`config.mk`:
```
export PLATFORM = sky130hd
export DESIGN_NAME = i2c_evt_irq_unit
export DESIGN_NICKNAME = d
export VERILOG_FILES = /design/src/rtl/ievu_pkg.sv /design/src/rtl/ievu_flag_bank.sv /design/src/rtl/ievu_prio_enc.sv /design/src/rtl/ievu_regif.sv /design/src/rtl/i2c_evt_irq_unit.sv
export SDC_FILE = /design/constraint.sdc
export NUM_CORES = 1
export LEC_CHECK = 0
export ABC_AREA = 0
export BUFFER_PORTS_ARGS = -buffer_cell sky130_fd_sc_hd__buf_4
export CORE_AREA = 2 2 59 61
export CTS_CLUSTER_DIAMETER = 120
export DETAILED_ROUTE_END_ITERATION = 8
export DIE_AREA = 0 0 61 63
export PLACE_DENSITY = 0.68
export SKIP_LAST_GASP = 1
export SYNTH_ARGS = -nofsm -noshare
export SYNTH_HDL_FRONTEND = slang
export SYNTH_SLANG_ARGS = --single-unit
```
`constraint.sdc`:
```
create_clock -name clk_i -period 1.1 [get_ports clk_i]
set_clock_uncertainty 0.05 [all_clocks]
set_input_delay 0 -clock clk_i [delete_from_list [all_inputs] [get_ports clk_i]]
set_output_delay 0 -clock clk_i [all_outputs]
set_load 0.05 [all_outputs]
```
`src/rtl/ievu_pkg.sv`:
```
package ievu_pkg;

   // Register selected by the current bus address
   typedef enum logic [1:0] {
      SEL_NONE = 2'd0,
      SEL_MASK = 2'd1,
      SEL_STAT = 2'd2,
      SEL_VEC  = 2'd3
   } reg_sel_e;

   // Number of bits needed to hold codes 0..n
   function automatic int unsigned code_width(input int unsigned n);
      int unsigned w;
      w = 1;
      while ((2 ** w) <= n) w++;
      return w;
   endfunction

endpackage

```
`src/rtl/ievu_flag_bank.sv`:
```
module ievu_flag_bank #(
   parameter int unsigned EVT_N = 7
) (
   input  logic             clk_i,
   input  logic             rst_ni,
   input  logic [EVT_N-1:0] set_i,
   input  logic [EVT_N-1:0] clr_i,
   output logic [EVT_N-1:0] flag_o
);

   logic [EVT_N-1:0] flag_q;

   if (EVT_N < 1) begin : g_chk_n
      $error("ievu_flag_bank: EVT_N must be at least 1");
   end

   // One sticky flop per event; a new event beats a clear in the same cycle
   for (genvar g = 0; g < EVT_N; g++) begin : g_flag
      always_ff @(posedge clk_i) begin
         if (!rst_ni)         flag_q[g] <= 1'b0;
         else if (set_i[g])   flag_q[g] <= 1'b1;
         else if (clr_i[g])   flag_q[g] <= 1'b0;
      end
   end

   assign flag_o = flag_q;

   p_set_wins_r8 : assert property (@(posedge clk_i) disable iff (!rst_ni)
      (set_i != '0) |=> ((flag_q & $past(set_i)) == $past(set_i)));

   p_clear_takes_r6 : assert property (@(posedge clk_i) disable iff (!rst_ni)
      ((clr_i & ~set_i) != '0) |=> ((flag_q & $past(clr_i & ~set_i)) == '0));

   p_hold_idle_r2 : assert property (@(posedge clk_i) disable iff (!rst_ni)
      ((set_i == '0) && (clr_i == '0)) |=> $stable(flag_q));

endmodule

```
`src/rtl/ievu_prio_enc.sv`:
```
module ievu_prio_enc #(
   parameter int unsigned EVT_N     = 7,
   parameter int unsigned VEC_W     = 3,
   parameter bit          LOW_FIRST = 1'b1
) (
   input  logic [EVT_N-1:0] req_i,
   output logic [VEC_W-1:0] code_o,
   output logic [EVT_N-1:0] grant_o
);

   if (EVT_N > (2 ** VEC_W) - 1) begin : g_chk_w
      $error("ievu_prio_enc: VEC_W too narrow for EVT_N codes");
   end

   // The last match in loop order wins, so the loop direction sets priority
   if (LOW_FIRST) begin : g_low
      always_comb begin
         code_o  = '0;
         grant_o = '0;
         for (int i = EVT_N - 1; i >= 0; i--) begin
            if (req_i[i]) begin
               code_o     = VEC_W'(i + 1);
               grant_o    = '0;
               grant_o[i] = 1'b1;
            end
         end
      end
   end else begin : g_high
      always_comb begin
         code_o  = '0;
         grant_o = '0;
         for (int i = 0; i < EVT_N; i++) begin
            if (req_i[i]) begin
               code_o     = VEC_W'(i + 1);
               grant_o    = '0;
               grant_o[i] = 1'b1;
            end
         end
      end
   end

   always_comb begin
      a_grant_onehot_r4 : assert ($onehot0(grant_o));
      a_zero_idle_r4 : assert ((req_i != '0) || (code_o == '0));
   end

endmodule

```
`src/rtl/ievu_regif.sv`:
```
module ievu_regif
   import ievu_pkg::*;
#(
   parameter int unsigned          EVT_N    = 7,
   parameter int unsigned          DATA_W   = 16,
   parameter int unsigned          ADDR_W   = 8,
   parameter int unsigned          VEC_W    = 3,
   parameter logic [ADDR_W-1:0]    MASK_OFS = 'h04,
   parameter logic [ADDR_W-1:0]    STAT_OFS = 'h08,
   parameter logic [ADDR_W-1:0]    VEC_OFS  = 'h28,
   parameter int unsigned          RSF_BIT  = 11,
   parameter int unsigned          BB_BIT   = 12
) (
   input  logic              clk_i,
   input  logic              rst_ni,
   input  logic [ADDR_W-1:0] addr_i,
   input  logic              wr_i,
   input  logic              rd_i,
   input  logic [DATA_W-1:0] wdata_i,
   input  logic [EVT_N-1:0]  flag_i,
   input  logic [EVT_N-1:0]  pend_i,
   input  logic [VEC_W-1:0]  code_i,
   input  logic              rsfull_i,
   input  logic              busy_i,
   output logic [EVT_N-1:0]  mask_o,
   output logic [EVT_N-1:0]  w1c_o,
   output logic              vec_rd_o,
   output logic [DATA_W-1:0] rdata_o
);

   reg_sel_e          sel;
   logic [EVT_N-1:0]  mask_q;
   logic [DATA_W-1:0] rd_val;
   logic [DATA_W-1:0] rdata_q;
   logic              unused_wdata;

   if ((RSF_BIT >= DATA_W) || (BB_BIT >= DATA_W) || (RSF_BIT == BB_BIT)) begin : g_chk_live
      $error("ievu_regif: live status bits must be distinct and inside DATA_W");
   end
   if ((EVT_N > RSF_BIT) || (EVT_N > BB_BIT)) begin : g_chk_ovl
      $error("ievu_regif: event flags overlap live status bits");
   end
   if (VEC_W > DATA_W) begin : g_chk_vec
      $error("ievu_regif: vector code wider than data bus");
   end

   assign unused_wdata = ^wdata_i[DATA_W-1:EVT_N];

   always_comb begin
      if (addr_i == MASK_OFS)      sel = SEL_MASK;
      else if (addr_i == STAT_OFS) sel = SEL_STAT;
      else if (addr_i == VEC_OFS)  sel = SEL_VEC;
      else                         sel = SEL_NONE;
   end

   always_ff @(posedge clk_i) begin
      if (!rst_ni)                        mask_q <= '0;
      else if (wr_i && (sel == SEL_MASK)) mask_q <= wdata_i[EVT_N-1:0];
   end

   assign w1c_o    = (wr_i && (sel == SEL_STAT)) ? wdata_i[EVT_N-1:0] : '0;
   assign vec_rd_o = rd_i && (sel == SEL_VEC);
   assign mask_o   = mask_q;

   always_comb begin
      rd_val = '0;
      case (sel)
         SEL_MASK: rd_val[EVT_N-1:0] = mask_q;
         SEL_STAT: begin
            rd_val[EVT_N-1:0] = flag_i;
            rd_val[RSF_BIT]   = rsfull_i;
            rd_val[BB_BIT]    = busy_i;
         end
         SEL_VEC:  rd_val[VEC_W-1:0] = code_i;
         default:  rd_val = '0;
      endcase
   end

   always_ff @(posedge clk_i) begin
      if (!rst_ni)   rdata_q <= '0;
      else if (rd_i) rdata_q <= rd_val;
   end

   assign rdata_o = rdata_q;

   p_busy_live_r7 : assert property (@(posedge clk_i) disable iff (!rst_ni)
      (rd_i && (addr_i == STAT_OFS)) |=> (rdata_q[BB_BIT] == $past(busy_i)));

   p_vec_zero_r4 : assert property (@(posedge clk_i) disable iff (!rst_ni)
      (rd_i && (addr_i == VEC_OFS) && (pend_i == '0)) |=> (rdata_q == '0));

   p_mask_hold_r3 : assert property (@(posedge clk_i) disable iff (!rst_ni)
      !(wr_i && (addr_i == MASK_OFS)) |=> $stable(mask_q));

   p_rdata_hold_r10 : assert property (@(posedge clk_i) disable iff (!rst_ni)
      !rd_i |=> $stable(rdata_q));

endmodule

```
`src/rtl/i2c_evt_irq_unit.sv`:
```
module i2c_evt_irq_unit #(
   parameter int unsigned       EVT_N     = 7,
   parameter int unsigned       DATA_W    = 16,
   parameter int unsigned       ADDR_W    = 8,
   parameter logic [ADDR_W-1:0] MASK_OFS  = 'h04,
   parameter logic [ADDR_W-1:0] STAT_OFS  = 'h08,
   parameter logic [ADDR_W-1:0] VEC_OFS   = 'h28,
   parameter int unsigned       RSF_BIT   = 11,
   parameter int unsigned       BB_BIT    = 12,
   parameter bit                LOW_FIRST = 1'b1,
   parameter bit                IRQ_REG   = 1'b1
) (
   input  logic              clk_i,
   input  logic              rst_ni,
   input  logic [EVT_N-1:0]  ev_pulse_i,
   input  logic              rsfull_i,
   input  logic              busy_i,
   input  logic [ADDR_W-1:0] bus_addr_i,
   input  logic              bus_wr_i,
   input  logic              bus_rd_i,
   input  logic [DATA_W-1:0] bus_wdata_i,
   output logic [DATA_W-1:0] bus_rdata_o,
   output logic              irq_o
);

   localparam int unsigned VEC_W = ievu_pkg::code_width(EVT_N);

   logic [EVT_N-1:0] flags;
   logic [EVT_N-1:0] mask;
   logic [EVT_N-1:0] pend;
   logic [EVT_N-1:0] grant;
   logic [EVT_N-1:0] w1c;
   logic [EVT_N-1:0] clr;
   logic [VEC_W-1:0] code;
   logic             vec_rd;

   if ((MASK_OFS == STAT_OFS) || (MASK_OFS == VEC_OFS) || (STAT_OFS == VEC_OFS)) begin : g_chk_ofs
      $error("i2c_evt_irq_unit: register offsets must differ");
   end

   assign pend = flags & mask;
   assign clr  = w1c | (grant & {EVT_N{vec_rd}});

   ievu_flag_bank #(.EVT_N(EVT_N)) u_flags (
      .clk_i  (clk_i),
      .rst_ni (rst_ni),
      .set_i  (ev_pulse_i),
      .clr_i  (clr),
      .flag_o (flags)
   );

   ievu_prio_enc #(
      .EVT_N     (EVT_N),
      .VEC_W     (VEC_W),
      .LOW_FIRST (LOW_FIRST)
   ) u_prio (
      .req_i   (pend),
      .code_o  (code),
      .grant_o (grant)
   );

   ievu_regif #(
      .EVT_N    (EVT_N),
      .DATA_W   (DATA_W),
      .ADDR_W   (ADDR_W),
      .VEC_W    (VEC_W),
      .MASK_OFS (MASK_OFS),
      .STAT_OFS (STAT_OFS),
      .VEC_OFS  (VEC_OFS),
      .RSF_BIT  (RSF_BIT),
      .BB_BIT   (BB_BIT)
   ) u_regs (
      .clk_i    (clk_i),
      .rst_ni   (rst_ni),
      .addr_i   (bus_addr_i),
      .wr_i     (bus_wr_i),
      .rd_i     (bus_rd_i),
      .wdata_i  (bus_wdata_i),
      .flag_i   (flags),
      .pend_i   (pend),
      .code_i   (code),
      .rsfull_i (rsfull_i),
      .busy_i   (busy_i),
      .mask_o   (mask),
      .w1c_o    (w1c),
      .vec_rd_o (vec_rd),
      .rdata_o  (bus_rdata_o)
   );

   if (IRQ_REG) begin : g_irq_ff
      logic irq_q;
      always_ff @(posedge clk_i) begin
         if (!rst_ni) irq_q <= 1'b0;
         else         irq_q <= |pend;
      end
      assign irq_o = irq_q;

      p_irq_rise_r9 : assert property (@(posedge clk_i) disable iff (!rst_ni)
         $rose(irq_o) |-> $past(|(flags & mask)));
      p_irq_fall_r9 : assert property (@(posedge clk_i) disable iff (!rst_ni)
         $fell(irq_o) |-> $past((flags & mask) == '0));
   end else begin : g_irq_comb
      assign irq_o = |pend;
   end

   p_vec_clear_r5 : assert property (@(posedge clk_i) disable iff (!rst_ni)
      (vec_rd && (grant != '0) && ((grant & ev_pulse_i) == '0))
         |=> ((flags & $past(grant)) == '0));

   p_vec_only_one_r5 : assert property (@(posedge clk_i) disable iff (!rst_ni)
      (vec_rd && (w1c == '0)) |=> ($countones($past(flags) & ~flags) <= 1));

endmodule

```
==> out/metrics.yaml <==
power_per_cell_area_nw_per_um2: 871
min_period_over_period_pct: 119
fp.dieH_microns: 63
rows: 21
dpl.hpwl_mm: 2.69
routedWlPerCell_microns: 14.0
maxCapViolations: 0
final_nets: 273
start_kind: "flip-flop"
synth.distinct_cells: 35
drv_slew: 0
path_depth: 5
portBuffers: 37
r2r_slack_ns: -0.20
postRouteAntennaNets: 0
critPathCaptureType: "flip-flop"
path_cells: "a22o_4 -> a21oi_4 -> buf_4 -> a41oi_2 -> o21a_1"
gr-usage-met2_pct: 36.0
final_common_cell: "buf_4"
core_sq_um: 3230
final_cell_mix: "buf_4, dlygate4sd3_1, dfxtp_1, nand2_1"
crit_fanout: 3
fmax_mhz: 767
holdWs_ns: 0.0462
dp.cells: 257
netSwitchingPower_uw: 474
gr-total-overflow: 0
crit_path_top_delay_cell: "dfxtp_2"
syn_area_sq_um: 1300
synth_fa_ha_area_share_pct: 0
synthesis.instances: 148
placed_area_sq_um: 1840
hold_depth: 4
ys_seq_area_share_pct: 37.0
first_global_vias: 1411
synth_seq_cells: 24
p_leak_nw: 0.951
hold_viol: 0
pwr-share-clk_pct: 33.9
ys.warnings.count: 0
violations: "negative setup slack"
numCtsBuffers: 3
synth_top_area_share_pct: 37.0
grt_usage_pct: 20.7
pre_cts_slack_ns: -0.265
grt_first_pass_wirelength_mm: 6.19
clockBufferDepth: 2
synth-xor-area-share_pct: 0
tritoncts: "done"
areaGrowthSynthToFinish_pct: 69.0
critPathBufInv: 1
drc_errors: 0
clock-sinks: 24
final.setup.worst_slack_ns: -0.204
cp.arrival_ns: 1.48
vias: 1443
drtIter0Drc: 79
die_w_microns: 61
avgSynthCellArea_sq_um: 8.78
postRouteWirelength_mm: 3.94
clkTransAtPathRegs_ns: 0.14
min_period_ns: 1.30
top_usage_layer: "met2"
grtUsageMet3_pct: 3.11
viasPerCell: 5.14
drt_first_pass_iters: 4
yosysTopAreaCell: "dfxtp_1"
cp_data_required_time_ns: 1.28
synth_compound_area_share_pct: 21.1
crit_type: "flip-flop to flip-flop"
min_path_type: "input pin to flip-flop"
clock_latency_ns: 0.32
io_pins: 54
antenna_cells: 0
r2r_cells: 5
cts-root-buf: "clkbuf_4"
ir_drop_uv: 444
synth_area_leaders: "dfxtp_1, mux2i_1, nand2_1"
die_area_sq_um: 3840
synth-simple-area-share_pct: 28.2
final_util_pct: 68.0
final_cell_area_sq_um: 2200
path_delay_family: "compound AO/OA/AOI/OAI gates"
setup_viol: 7
htree_levels: 1
place_congestion: 0.924
antenna_found_initial: 0
drive_above_1_share_pct: 49.4
status: "complete, but fails checks"
p_seq_share_pct: 47.1
combPwrFrac_pct: 19.0
fin_cells: 281
use_met1_pct: 25.5
p_int_mw: 1.44
grt_max_degree: 24
rsz0062_at_grt: "true"
initial_core_util_pct: 40.2
slowest_delay_ns: 0.35
synth_mux_area_share_pct: 5.39
synth_top_family_by_area: "simple AND/OR/NAND/NOR gates"
swShare_pct: 24.7
## layer usage
metal / wire [microns] / vias to the layer above
met5: 0 / -
met4: 72 / 0
met3: 204 / 12
met2: 2000 / 61
met1: 1660 / 666
li1: - / 704
## per-stage QoR
| stage | power (mW) | TNS (ns) |
|---|---|---|
| 2_1_floorplan | 1.07 | -0.516 |
| 3_3_place_gp | 1.21 | -3.65 |
| 3_5_place_dp | 1.22 | -4.04 |
| 4_1_cts | 1.90 | -0.442 |
| 5_1_grt | 1.98 | -1.17 |
| 6_report | 1.91 | -0.790 |
## power by group through the flow
stage	registers (mW)	clock network (mW)	logic (mW)
3_5_place_dp	0.919	0	0.298
2_1_floorplan	0.923	0	0.149
3_3_place_gp	0.917	0	0.290
5_1_grt	0.906	0.692	0.387
6_report	0.902	0.649	0.363
4_1_cts	0.901	0.647	0.350
## cell usage after synthesis (all sizes together)
library cell   n
buf            9
o21ai          7
a21oi          6
conb           1
clkbuf         3
nand4          6
a31oi          3
nor2           2
nor2b         10
nor4b          2
a22oi          5
a22o           4
o22ai          6
and4bb         1
and2           7
mux2i          7
and3           1
nand3          6
inv            7
a32oi          2
nor3           1
nor3b          1
o21a           5
o41ai          1
o211ai         1
nor4           1
a41oi          1
dfxtp         24
nand2         18
## cell families after synthesis
logic type,after synthesis
AO/OA/AOI/OAI,41
buffers and inverters,19
flip-flops,24
multiplexers,7
other,1
AND/OR/NAND/NOR,56
## state kept, by name (all words and copies together), names as in the netlist
register / flops
u_regs.rdata_o: 9
u_regs.mask_o: 7
u_flags.flag_o: 7
irq_o: 1
## path summary, 6_finish.rpt
check | start | end
worst max-delay path | u_flags.flag_o[3] | u_flags.flag_o[6]
worst min register to register | u_regs.rdata_o[2] | u_regs.rdata_o[2]
worst min-delay path | bus_wr_i | u_flags.flag_o[4]
worst max register to register | u_flags.flag_o[3] | u_flags.flag_o[6]
## worst register-to-register path, stage by stage, from the launching register on
cell	delay (ns)
dfxtp_2	0.35
a22o_4	0.27
a21oi_4	0.13
buf_4	0.13
a41oi_2	0.08
o21a_1	0.18
## cell type report
class | instances | area (sq um)
Fill cell | 258 | 1030
Multi-Input combinational cell | 111 | 850
Timing Repair Buffer | 89 | 714
Sequential cell | 24 | 497
Tap cell | 46 | 57.6
Clock inverter | 1 | 30.0
Inverter | 7 | 26.3
Clock buffer | 3 | 22.5
## repair_timing
action | 4_1_cts | 5_1_grt
setup endpoints to repair | 8 | 12
resized for setup | 20 | 13
hold buffers | 17 | 0
buffers inserted | 1 | 2
endpoints found under the hold margin | 17 | 0
pin swaps | 11 | 14
Power figures use the tool's default switching activity.
